**config.mk**
```make
export PLATFORM = sky130hd
export DESIGN_NAME = nt_activation_ctrl
export DESIGN_NICKNAME = d
export VERILOG_FILES = /design/src/rtl/nt_act_pkg.sv /design/src/rtl/nt_act_datapath.sv /design/src/rtl/nt_act_control.sv /design/src/rtl/nt_activation_ctrl.sv
export SDC_FILE = /design/constraint.sdc
export NUM_CORES = 1
export LEC_CHECK = 0
export ABC_AREA = 1
export ABC_CLOCK_PERIOD_IN_PS = 2300
export BUFFER_PORTS_ARGS = -buffer_cell sky130_fd_sc_hd__buf_4
export CAP_MARGIN = 10
export CELL_PAD_IN_SITES_DETAIL_PLACEMENT = 0
export CELL_PAD_IN_SITES_GLOBAL_PLACEMENT = 1
export CORE_MARGIN = 2
export CORE_UTILIZATION = 29
export CTS_CLUSTER_SIZE = 10
export DETAILED_ROUTE_END_ITERATION = 7
export GPL_TIMING_DRIVEN = 0
export PLACE_DENSITY = 0.89
export SYNTH_ARGS = -nofsm -noshare
export SYNTH_HDL_FRONTEND = slang
export SYNTH_SLANG_ARGS = --single-unit
```
**constraint.sdc**
```tcl
create_clock -name clk -period 2.3 [get_ports clk]
set_input_delay 0.23 -clock clk [delete_from_list [all_inputs] [get_ports clk]]
set_output_delay 0.23 -clock clk [all_outputs]
set_load 0.005 [all_outputs]
```
**src/rtl/nt_act_pkg.sv**
```systemverilog
package nt_act_pkg;
  localparam int INFO_W  = 2;
  localparam int REG_W   = 8;
  localparam int BIT_INH1 = 7;
  localparam int BIT_INH3 = 6;
  localparam int RX_LSB   = 4;
  localparam int TX_LSB   = 2;
  localparam int BIT_LOOP = 1;
  localparam int BIT_TONE = 0;

  typedef enum logic [INFO_W-1:0] {
    RX_INFO0   = 2'b00,
    RX_INFO1   = 2'b01,
    RX_INFO3   = 2'b10,
    RX_ILLEGAL = 2'b11
  } rxInfo_e;

  typedef enum logic [INFO_W-1:0] {
    TX_INFO0 = 2'b00,
    TX_INFO2 = 2'b01,
    TX_INFO4 = 2'b10,
    TX_RSVD  = 2'b11
  } txInfo_e;

  typedef struct packed {
    logic cfgWrite;
    logic statusRead;
  } hostStrobe_t;
endpackage

```
**src/rtl/nt_act_datapath.sv**
```systemverilog
module nt_act_datapath
  import nt_act_pkg::*;
(
  input  logic              clk,
  input  logic              rstN,
  input  logic              softReset,
  input  logic              teMode,
  input  hostStrobe_t       strobe,
  input  logic [REG_W-1:0]  wrData,
  input  logic [INFO_W-1:0] rxSig,
  input  txInfo_e           txState,
  output rxInfo_e           rxState,
  output logic              inh1,
  output logic              inh3,
  output logic              loopbackEn,
  output logic              testToneEn,
  output logic              irq,
  output logic [REG_W-1:0]  rdData
);
  rxInfo_e rxNext;
  logic    rxChange;

  assign rxNext   = rxInfo_e'(rxSig);
  assign rxChange = (rxNext != rxState);

  always_ff @(posedge clk or negedge rstN) begin
    if (!rstN) begin
      rxState <= RX_INFO0;
      irq     <= 1'b0;
    end else if (softReset) begin
      rxState <= RX_INFO0;
      irq     <= 1'b0;
    end else begin
      rxState <= rxNext;
      if (rxChange)
        irq <= 1'b1;
      else if (strobe.statusRead)
        irq <= 1'b0;
    end
  end

  always_ff @(posedge clk or negedge rstN) begin
    if (!rstN) begin
      inh1       <= 1'b0;
      inh3       <= 1'b0;
      loopbackEn <= 1'b0;
      testToneEn <= 1'b0;
    end else if (softReset) begin
      inh1       <= 1'b0;
      inh3       <= 1'b0;
      loopbackEn <= 1'b0;
      testToneEn <= 1'b0;
    end else if (strobe.cfgWrite) begin
      inh1       <= wrData[BIT_INH1];
      inh3       <= wrData[BIT_INH3];
      loopbackEn <= wrData[BIT_LOOP];
      testToneEn <= wrData[BIT_TONE];
    end
  end

  always_comb begin
    rdData = '0;
    if (!teMode) begin
      rdData[BIT_INH1]                 = inh1;
      rdData[BIT_INH3]                 = inh3;
      rdData[RX_LSB +: INFO_W]         = rxState;
      rdData[TX_LSB +: INFO_W]         = txState;
      rdData[BIT_LOOP]                 = loopbackEn;
      rdData[BIT_TONE]                 = testToneEn;
    end
  end
endmodule

```
**src/rtl/nt_act_control.sv**
```systemverilog
module nt_act_control
  import nt_act_pkg::*;
(
  input  logic        clk,
  input  logic        rstN,
  input  logic        softReset,
  input  logic        teMode,
  input  logic        regWrEn,
  input  logic        regRdEn,
  input  rxInfo_e     rxState,
  input  logic        inh1,
  input  logic        inh3,
  output hostStrobe_t strobe,
  output txInfo_e     txState
);
  txInfo_e txNext;

  always_comb begin
    strobe.cfgWrite   = regWrEn;
    strobe.statusRead = regRdEn & ~teMode;
  end

  always_comb begin
    txNext = txState;
    unique case (txState)
      TX_INFO0: if (rxState == RX_INFO1 && !inh1) txNext = TX_INFO2;
      TX_INFO2: if (rxState == RX_INFO3 && !inh3) txNext = TX_INFO4;
      TX_INFO4: if (rxState == RX_INFO0)          txNext = TX_INFO0;
      default:                                    txNext = TX_INFO0;
    endcase
  end

  always_ff @(posedge clk or negedge rstN) begin
    if (!rstN)          txState <= TX_INFO0;
    else if (softReset) txState <= TX_INFO0;
    else                txState <= txNext;
  end
endmodule

```
**src/rtl/nt_activation_ctrl.sv**
```systemverilog
module nt_activation_ctrl
  import nt_act_pkg::*;
(
  input  logic              clk,
  input  logic              rstN,
  input  logic              softReset,
  input  logic              teMode,
  input  logic [INFO_W-1:0] rxSig,
  input  logic              regWrEn,
  input  logic [REG_W-1:0]  regWrData,
  input  logic              regRdEn,
  output logic [REG_W-1:0]  regRdData,
  output logic [INFO_W-1:0] txInfo,
  output logic              irq,
  output logic              loopbackEn,
  output logic              testToneEn
);
  hostStrobe_t strobeW;
  rxInfo_e     rxStateW;
  txInfo_e     txStateW;
  logic        inh1W;
  logic        inh3W;

  nt_act_control u_control (
    .clk(clk), .rstN(rstN), .softReset(softReset), .teMode(teMode),
    .regWrEn(regWrEn), .regRdEn(regRdEn),
    .rxState(rxStateW), .inh1(inh1W), .inh3(inh3W),
    .strobe(strobeW), .txState(txStateW)
  );

  nt_act_datapath u_datapath (
    .clk(clk), .rstN(rstN), .softReset(softReset), .teMode(teMode),
    .strobe(strobeW), .wrData(regWrData), .rxSig(rxSig),
    .txState(txStateW), .rxState(rxStateW),
    .inh1(inh1W), .inh3(inh3W),
    .loopbackEn(loopbackEn), .testToneEn(testToneEn),
    .irq(irq), .rdData(regRdData)
  );

  assign txInfo = txStateW;
endmodule

```
# Yosys cells after proc, flatten, opt, wreduce, memory -nomap -nowiden
# Cells that the tools add are included.
[totals]
regBits = 9
[op_classes]
mux = 18
eq_ne = 8
bitwise_logic = 2
n_reduce_logical = 9
[ops]
columns = ["operator", "count"]
rows = [
  ["$mux W1", 11],
  ["$mux W2", 5],
  ["$ne A3 B2 Y1 const B", 3],
  ["$mux W8", 1],
  ["$pmux W2 S3", 1],
  ["$eq A2 B1 Y1 const B", 2],
  ["$eq A2 B2 Y1 const B", 2],
  ["$logic_not A2 Y1", 2],
  ["$reduce_and A3 Y1", 1],
  ["$reduce_bool A3 Y1", 1],
  ["$logic_and A1 B1 Y1", 2],
  ["$logic_not A1 Y1", 2],
  ["$ne A2 B2 Y1", 1],
  ["$reduce_bool A2 Y1", 1],
  ["$and A1 B1 Y1", 1],
  ["$not A1 Y1", 1],
]

# Longest topological paths before layout
# Gate-level depths: netlist of the first run.
[logic_depth]
depth_word = 5
ltp_mapped = 7
mapped_depth_nobuf = 6

# Modules after synthesis
# Synthesis of the first run repeated with hierarchy kept, for this count alone.
[hier_totals]
cells_unflattened = 79
area_unflattened_um2 = 550.5
[modules_own_cells]
columns = ["module", "seq_area_each_um2", "n_inst", "cells_per_inst", "area_per_inst_um2"]
rows = [
  ["nt_act_datapath", 175.2, 1, 49, 364.1],
  ["nt_act_control", 50.0, 1, 30, 186.4],
]

# Worst setup path before layout of the first run
# Ideal clock, no wire load.
[synth_timing]
kind = "register -> register"
start = "reg u_control.txState[0]"
end = "reg u_control.txState[1]"
path_stages_with_launch = 5
setup_time_ns = 0.118
path_buffers = 0
slack_ns = 1.467
arrival_time_ns = 0.715
synth_period_minus_slack_ns = 0.833
required_ns = 2.182
cell_sequence = "dfrtp_1 -> nor2_1 -> nand3_1 -> nand3_1 -> nand2_1"
[synth_via]
elab_chain_cells = 3
[synth_rtl]
columns = ["item", "line", "source"]
rows = [
  ["from (decl)", "nt_act_control.sv:14", "output txInfo_e txState"],
  ["from (signal assigned)", "nt_act_control.sv:36", "else txState <= txNext;"],
  ["$eq A2 B2 Y1 (tied with other cells)", "nt_act_control.sv:25", "unique case (txState)"],
  ["$ne A3 B2 Y1 (no source line) / $pmux W2 S3 (equally long branches)", "n/a", ""],
  ["$reduce_and A3 Y1 (no source line) / $mux W2 (equally long branches)", "n/a", ""],
]
# Several ways; a longest one is shown, not always the timed one.
# A chain may end at the register's enable or synchronous reset.

# Worst setup path after layout of the first run
[layout_timing]
start = "reg u_datapath.inh1"
end = "out regRdData[7]"
[layout_via]
elab_chain_cells = 1
[layout_rtl]
columns = ["item", "line", "source"]
rows = [
  ["from (decl)", "nt_act_datapath.sv:13", "output logic inh1,"],
  ["from (signal assigned)", "nt_act_datapath.sv:54", "inh1 <= wrData[BIT_INH1];"],
  ["$mux W8", "nt_act_datapath.sv:63", "if (!teMode) begin"],
  ["to (decl)", "nt_activation_ctrl.sv:12", "output logic [REG_W-1:0] regRdData,"],
]
# No other way between the ends.

==> qor.yml, run 1 <==
outcome:
  status: "finished clean"
synth:
  synth_seq_cells: 9
  syn_nets: 79
  synthesis.instances: 63
  syn_area_um2: 477
  syn_avg_cell_area_um2: 7.57
  post_synth_num_cell_types: 12
  synth-seq-area-share: 0.472
  ys_warn_count: 0
timing:
  slew_viol_final: 0
  finalSetupTns_ns: 0
  finalCriticalPeriod_ns: 1.14
  rsz0062_at_grt: "false"
  clock_skew_ns: 0.00117
  post-route-period-util: 0.494
  slew_headroom: 0.891
  worst_slew_pin_slew_ns: 0.163
  worst_slack_ns: 1.16
  hold_viol_final: 0
  fmax_mhz: 880
  setup-violations-final: 0
routing:
  drc: 0
  postRouteAntennaNets: 0
  wl_mm: 1.05
  wl_per_cell_um: 9.79
  vias_per_cell: 4.49
  firstDrtPassIters: 4
  vias: 480
  drt_iter0_drc: 6
critical_path:
  path_cells: "inv_1 -> nor2_1 -> buf_4"
  critPathMaxFanout: 2
  critPathRequiredTime_ns: 2.07
  cp-end-kind: "primary output"
  start_kind: "flop"
  arrival_ns: 0.91
  cpPeakStageDelay_ns: 0.39
  cpMaxStageDelayCell: "dfrtp_1"
  crit_family: "flip-flops"
  path_class: "flop to primary output"
  path_buf_inv: 2
grt:
  grt_start_max_net_pins: 10
  grt_usage: 0.127
  grt_pass1_wl_mm: 1.74
  antenna_found_initial: 0
  grt_remaining_overflow: 0
  grt_pass1_vias: 405
clock_network:
  clockBufferDepth: 2
  root_buffer: "clkbuf_4"
  postCtsSetupBuffers: 0
  clkTransAtPathRegs_ns: 0.06
  cts_sinks: 9
  clock_latency_ns: 0.25
  cts_hold_buf: 1
  htreeDepth: 1
  cts_tree: "yes"
  cts_buffers: 3
  cts-resized-gates: 0
die:
  die_x_um: 44.5
  fp.dieArea_um2: 1980
  initial_utilization: 0.313
  die-height_um: 44.5
  core_area_um2: 1520
  row_count: 14
  ios: 29
pwr:
  p_leak_nw: 0.402
  power.density_nw_per_um2: 505
  vdd_drop_max_v: 0.000261
finish:
  drive_above_1_share: 0.407
  layout_common_cells: "buf_4, nor2_1, nand2_1, inv_1, dfrtp_1"
  diodes: 0
  final_common_cell: "buf_4"
  finalNetCount: 108
  area_growth_pct: 48.0
placement:
  io_buffer_count: 23
  place_ws_ns: 1.42
  gp_congestion: 0.707
  dpl.hpwl_um: 880
run:
  cap_violations: 0
min_path:
  hp-class: "input port to flop"
[routing by layer]
metal / vias to the layer above / global-route usage / wire, µm
met5: - / 0 / 0
met4: 0 / 0.0909 / 17
met3: 2 / 0.0408 / 109
met2: 22 / 0.183 / 477
met1: 204 / 0.159 / 444
li1: 252 / - / -
[cell type report]
type / count / area [µm²]
fillers: 162 / 818
multi-input cells: 39 / 191
well taps: 16 / 20.0
repair buffers: 24 / 183
plain buffers: 1 / 7.51
flip-flops and latches: 9 / 225
clock buffers: 4 / 26.3
inverters: 14 / 52.6
[sequential cells by signal, indices dropped and copies added, names as in the netlist]
register               flops
u_datapath.rxState         2
u_control.txState          2
u_datapath.inh3            1
u_datapath.irq             1
u_datapath.loopbackEn      1
u_datapath.testToneEn      1
u_datapath.inh1            1
[metrics by stage]
step	instance area (µm²)	hold slack (ns)	power [mW]	cells	util
after global placement	669	0.0555	0.244	102	0.439
final	706	0.175	0.357	107	0.463
after global routing	706	0.155	0.388	107	0.463
after CTS	706	0.170	0.365	107	0.463
after floorplan	477	-0.0656	0.206	63	-
after detailed placement	669	0.0584	0.245	102	0.439
[path summary, 6_finish.rpt]
path | startpoint | end | slack, ns | cells after the start
setup / recovery | u_datapath.inh1 | regRdData[7] | 1.16 | 3
setup reg to reg | u_control.txState[0] | u_control.txState[1] | 1.42 | 4
hold / removal | softReset | u_datapath.rxState[1] | 0.18 | 2
hold reg to reg | u_datapath.inh3 | u_control.txState[1] | 0.56 | 3
max in group asynchronous | rstN | u_datapath.irq | 1.83 | 2
min in group asynchronous | rstN | u_control.txState[0] | 0.34 | 2
[logic make-up after synthesis]
kind of cell | Yosys count | synth area share
AO/OA/AOI/OAI | 5 | 0.0840
buffers and inverters | 15 | 0.126
flip-flops | 9 | 0.472
AND/OR/NAND/NOR | 34 | 0.318
[worst register-to-register path: cells and delay by family (launching register included)]
family | cells | cell delay [ns]
DFF | 1 | 0.41
and+or+nand+nor | 4 | 0.37
[cells in the mapped netlist (all sizes together)]
master / count / area (µm²)
nand4: 1 / 6.26
dfrtp: 9 / 225
o21ai: 5 / 40.0
nand2: 11 / 41.3
nor2: 12 / 45.0
or2: 1 / 8.76
buf: 1 / 7.51
nand3: 8 / 40.0
inv: 14 / 52.6
nor3: 1 / 10.0
[report_power, final]
group | internal, mW | switching [mW] | leakage (nW) | total (mW)
sequential | 0.167 | 0.00619 | 0.118 | 0.173
clock | 0.0664 | 0.0481 | 0.0150 | 0.114
combinational | 0.0360 | 0.0330 | 0.269 | 0.0690
total | 0.269 | 0.0873 | 0.402 | 0.357
Note: power is estimated with default switching activity, not from simulation.
==> inputs of run 2 (changes only) <==
--- a/config.mk
+++ b/config.mk
@@ -6,17 +6,17 @@
 export NUM_CORES = 1
 export LEC_CHECK = 0
 export ABC_AREA = 1
-export ABC_CLOCK_PERIOD_IN_PS = 2300
+export ABC_CLOCK_PERIOD_IN_PS = 1100
 export BUFFER_PORTS_ARGS = -buffer_cell sky130_fd_sc_hd__buf_4
 export CAP_MARGIN = 10
 export CELL_PAD_IN_SITES_DETAIL_PLACEMENT = 0
 export CELL_PAD_IN_SITES_GLOBAL_PLACEMENT = 1
 export CORE_MARGIN = 2
-export CORE_UTILIZATION = 29
+export CORE_UTILIZATION = 27
 export CTS_CLUSTER_SIZE = 10
 export DETAILED_ROUTE_END_ITERATION = 7
 export GPL_TIMING_DRIVEN = 0
-export PLACE_DENSITY = 0.89
+export PLACE_DENSITY = 0.84
 export SYNTH_ARGS = -nofsm -noshare
 export SYNTH_HDL_FRONTEND = slang
 export SYNTH_SLANG_ARGS = --single-unit
==> constraint.sdc (replaced) <==
create_clock -name clk -period 1.1 [get_ports clk]
set_input_delay 0.11 -clock clk [delete_from_list [all_inputs] [get_ports clk]]
set_output_delay 0.11 -clock clk [all_outputs]
set_load 0.005 [all_outputs]
==> run 2 against run 1 <==
Worst hold slack got worse by 0.13 ns. Sequential cell count did not move. Clock skew rose by 0.0053 ns. Critical path depth is the same. Largest cell class unchanged. Highest routed layer unchanged.
==> qor.yml, run 2 (synthesized netlist as in run 1, its figures left out) <==
critical_path:
  critPathRequiredTime_ns: 0.99
  cpPeakStageDelay_ns: 0.41
  path_cells: "inv_2 -> nor2_1 -> buf_4"
  reg2reg_from: "u_datapath.rxState[0]"
  arrival_ns: 0.91
  start_kind: "flop"
  r2r_setup_slack_ns: 0.16
  cp-end-kind: "primary output"
  worstReg2RegEnd: "u_control.txState[1]"
  cpMaxStageDelayCell: "dfrtp_1"
  worstRegToRegCells: 4
  startpoint: "u_control.txState[1]"
  critPathMaxFanout: 3
  cp-endpoint: "regRdData[3]"
  path_class: "flop to primary output"
grt:
  antenna_found_initial: 0
  grt_pass1_vias: 456
  grt_pass1_wl_mm: 1.93
  grt_start_max_net_pins: 10
  grt_usage: 0.129
  grt_remaining_overflow: 0
timing:
  whs_ns: 0.0466
  finalSetupTns_ns: 0
  finalCriticalPeriod_ns: 1.02
  worst_slew_pin_slew_ns: 0.186
  fmax_mhz: 976
  slew_headroom: 0.876
  post-route-period-util: 0.931
  slew_viol_final: 0
  rsz0062_at_grt: "false"
  hold_viol_final: 0
  setup-violations-final: 0
  clock_skew_ns: 0.00650
  worst_slack_ns: 0.0759
routing:
  wl_mm: 1.11
  firstDrtPassIters: 2
  vias: 488
  drt_iter0_drc: 5
  wl_per_cell_um: 10.2
  drc: 0
  vias_per_cell: 4.48
  postRouteAntennaNets: 0
pwr:
  p_total_uw: 762
  power.density_nw_per_um2: 1070
  vdd_drop_max_v: 0.000375
  p_leak_nw: 0.408
die:
  ios: 29
  die-height_um: 46.0
  fp.dieArea_um2: 2120
  die_x_um: 46.0
  initial_utilization: 0.282
  core_area_um2: 1690
  row_count: 15
finish:
  finalNetCount: 109
  layout_common_cells: "buf_4, nor2_1, nand2_1, dfrtp_1"
  drive_above_1_share: 0.435
  layout.cells.non_filler: 109
  area_growth_pct: 49.9
  diodes: 0
  biggestRegsByFlops: "u_control.txState x2, u_datapath.rxState x2"
  final_common_cell: "buf_4"
clock_network:
  clockBufferDepth: 2
  root_buffer: "clkbuf_4"
  cts_sinks: 9
  cts_tree: "yes"
  cts_buffers: 3
  htreeDepth: 1
  clock_latency_ns: 0.26
  clkTransAtPathRegs_ns: 0.06
run:
  cap_violations: 0
placement:
  io_buffer_count: 23
  gp_congestion: 0.804
  placedCellCount: 103
  dpl.hpwl_um: 893
  place_ws_ns: 0.216
min_path:
  hp-class: "input port to flop"
outcome:
  status: "finished clean"
-- run 2: metal layers --
metal	global-route usage	share of wire
met4	0.0686	0.014
met3	0.0238	0.053
met2	0.208	0.52
met1	0.161	0.42
met5	0	0
-- run 2: timing repair --
action / in CTS / in global routing
endpoints found under the setup margin: 0 / 3
gates resized for setup: 0 / 2
hold buffers: 1 / 0
buffers inserted: 0 / 1
endpoints found under the hold margin: 9 / 0
-- run 2: layout make-up --
cell class	instances	area [µm²]
timing repair buffer	25	190
clock buffer	4	26.3
fill	193	975
sequential	9	225
tap	17	21.3
inverter	14	52.6
multi-input combinational	39	191
buffer	1	7.51
-- run 2: how the worst min path moves through the flow --
stage | start | endpoint | slack [ns] | cells after the start
6_report | softReset | u_datapath.rxState[1] | 0.05 | 2
5_1_grt | softReset | u_datapath.rxState[1] | 0.04 | 2
4_1_cts | softReset | u_datapath.rxState[1] | 0.04 | 2
3_5_place_dp | rstN | u_control.txState[0] | -0.06 | 1
3_3_place_gp | rstN | u_control.txState[1] | -0.06 | 1
2_1_floorplan | rstN | u_control.txState[0] | -0.19 | 0
-- run 2: power breakdown --
part	switching (mW)	internal [mW]	total, mW
Clock	0.112	0.140	0.252
Combinational	0.0716	0.0776	0.149
Sequential	0.0121	0.349	0.361
-- run 2: through the flow --
stage / area (µm²) / util
floorplan: 477 / -
global placement: 671 / 0.397
detailed placement: 671 / 0.397
CTS: 707 / 0.419
global route: 714 / 0.423
finish: 714 / 0.423
-- run 2: worst max-delay path: cells and delay by family (launching register included) --
kind                   cells  cell delay [ns]
and+or+nand+nor            1             0.04
DFF                        1             0.41
buffers and inverters      2             0.21
==> inputs of run 3 (changes only) <==
--- a/config.mk
+++ b/config.mk
@@ -8,7 +8,6 @@
 export ABC_AREA = 1
 export ABC_CLOCK_PERIOD_IN_PS = 1100
 export BUFFER_PORTS_ARGS = -buffer_cell sky130_fd_sc_hd__buf_4
-export CAP_MARGIN = 10
 export CELL_PAD_IN_SITES_DETAIL_PLACEMENT = 0
 export CELL_PAD_IN_SITES_GLOBAL_PLACEMENT = 1
 export CORE_MARGIN = 2
@@ -17,6 +16,7 @@
 export DETAILED_ROUTE_END_ITERATION = 7
 export GPL_TIMING_DRIVEN = 0
 export PLACE_DENSITY = 0.84
+export SETUP_SLACK_MARGIN = 0.1
 export SYNTH_ARGS = -nofsm -noshare
 export SYNTH_HDL_FRONTEND = slang
 export SYNTH_SLANG_ARGS = --single-unit
==> run 3 against run 2 <==
Global-route usage is 1.4 points higher. Clock skew is 0.0055 ns lower. Combinational power is 26% higher. Clock power hardly changed. Worst setup slack better by 0.013 ns. First-iteration DRC count is 80% lower. Sequential power hardly changed. Core utilization is 6.1 points higher. Via count is 9.4% higher. Largest power group unchanged. Fmax is 1.2% higher. Clock-buffer cell count stayed put. Critical path type unchanged. Highest routed layer unchanged.
==> qor.yml, run 3 (synthesized netlist as in run 1, its figures left out) <==
outcome:
  status: "finished clean"
routing:
  wl_mm: 1.28
  drt_iter0_drc: 1
  firstDrtPassIters: 2
  vias_per_cell: 4.41
  postRouteAntennaNets: 0
  wl_per_cell_um: 10.6
  vias: 534
  drc: 0
clock_network:
  htreeDepth: 1
  cts_tree: "yes"
  cts_sinks: 9
  clkTransAtPathRegs_ns: 0.06
  cts_buffers: 3
  clockBufferDepth: 2
  root_buffer: "clkbuf_4"
  clock_latency_ns: 0.25
finish:
  layout.cells.non_filler: 121
  fillers: 178
  biggestRegsByFlops: "u_control.txState x2, u_datapath.rxState x2"
  final_common_cell: "buf_4"
  drive_above_1_share: 0.558
  finalNetCount: 121
  area_growth_pct: 71.7
  multiInputGateArea_um2: 205
  layout_common_cells: "buf_4, nand2_1, nor2_1, inv_2, dfrtp_1"
  final_area_um2: 818
  regArea_um2: 225
  diodes: 0
critical_path:
  cp-end-kind: "primary output"
  arrival_ns: 0.90
  start_kind: "flop"
  critPathMaxFanout: 4
  path_class: "flop to primary output"
  critPathRequiredTime_ns: 0.99
grt:
  grt_usage: 0.143
  grt_pass1_wl_mm: 2.15
  grt_start_max_net_pins: 10
  grt_pass1_vias: 524
  grt_remaining_overflow: 0
  antenna_found_initial: 0
timing:
  clock_skew_ns: 0.000970
  rsz0062_at_grt: "true"
  finalSetupTns_ns: 0
  finalCriticalPeriod_ns: 1.01
  post-route-period-util: 0.920
  slew_headroom: 0.901
  slew_viol_final: 0
  hold_viol_final: 0
  fmax_mhz: 989
  setup-violations-final: 0
  worst_slew_pin_slew_ns: 0.149
die:
  ios: 29
  core_area_um2: 1690
  die-height_um: 46.0
  initial_utilization: 0.282
  fp.dieArea_um2: 2120
  row_count: 15
  die_x_um: 46.0
pwr:
  switching_share: 0.262
  switchingPower_uw: 210
  p_leak_nw: 0.459
  pwr-share-seq: 0.450
  pwr-share-comb: 0.233
  power.density_nw_per_um2: 981
  pwr-share-clk: 0.316
  vdd_drop_max_v: 0.000392
  p_int_uw: 592
placement:
  dpl_cell_area_um2: 671
  dpl.hpwl_um: 893
  io_buffer_count: 23
  placedCellCount: 103
  gp_congestion: 0.804
min_path:
  hp-class: "input port to flop"
run:
  cap_violations: 0
run 3: final timing paths:
path | from | to | slack, ns | cells past startpoint
worst max-delay path | u_control.txState[0] | regRdData[2] | 0.09 | 3
worst min-delay path | softReset | u_datapath.rxState[1] | 0.05 | 2
worst max register to register | u_control.txState[1] | u_control.txState[0] | 0.16 | 5
worst min register to register | u_datapath.inh1 | u_control.txState[0] | 0.57 | 3
max in group asynchronous | rstN | u_datapath.irq | 0.75 | 2
min in group asynchronous | rstN | u_datapath.rxState[1] | 0.22 | 2
run 3: critical path, stage by stage (launching register included):
cell and delay, ns:
dfrtp_1 0.40, inv_1 0.05, nor2_1 0.08, buf_4 0.11
run 3: power groups by stage:
stage	clock (mW)	combinational (mW)	sequential, mW
floorplan	0	0.0644	0.367
global route	0.289	0.209	0.364
global placement	0	0.143	0.367
detailed placement	0	0.146	0.367
CTS	0.262	0.174	0.362
finish	0.254	0.187	0.362
run 3: routing by layer:
metal	vias to the layer above	wire length, µm	global-route usage
met2	18	652	0.233
met3	4	63	0.0238
li1	274	-	-
met1	238	528	0.170
met4	0	34	0.0914
met5	-	0	0
run 3: repair_timing:
item / in CTS / in global routing
endpoints found under the hold margin: 9 / 0
setup buffers: 8 / 5
resized for setup: 5 / 4
setup endpoints to repair: 8 / 8
pin swaps: 1 / 4
hold buffers: 1 / 0
gates cloned: 0 / 0
run 3: stage by stage:
step / worst slack [ns] / power [mW] / util / hold slack, ns
floorplan: 0.267 / 0.431 / - / -0.186
global placement: 0.237 / 0.510 / 0.397 / -0.0628
detailed placement: 0.216 / 0.513 / 0.397 / -0.0595
CTS: 0.0690 / 0.797 / 0.454 / 0.0415
global route: 0.0296 / 0.862 / 0.484 / 0.0432
finish: 0.0885 / 0.802 / 0.484 / 0.0506
run 3: layout make-up:
| cell class | count | share of cell area |
|---|---|---|
| clock buffers | 4 | 0.0321 |
| flip-flops and latches | 9 | 0.275 |
| well taps | 17 | 0.0260 |
| inverters | 14 | 0.0642 |
| multi-input cells | 39 | 0.251 |
| repair buffers | 37 | 0.343 |
| plain buffers | 1 | 0.00917 |
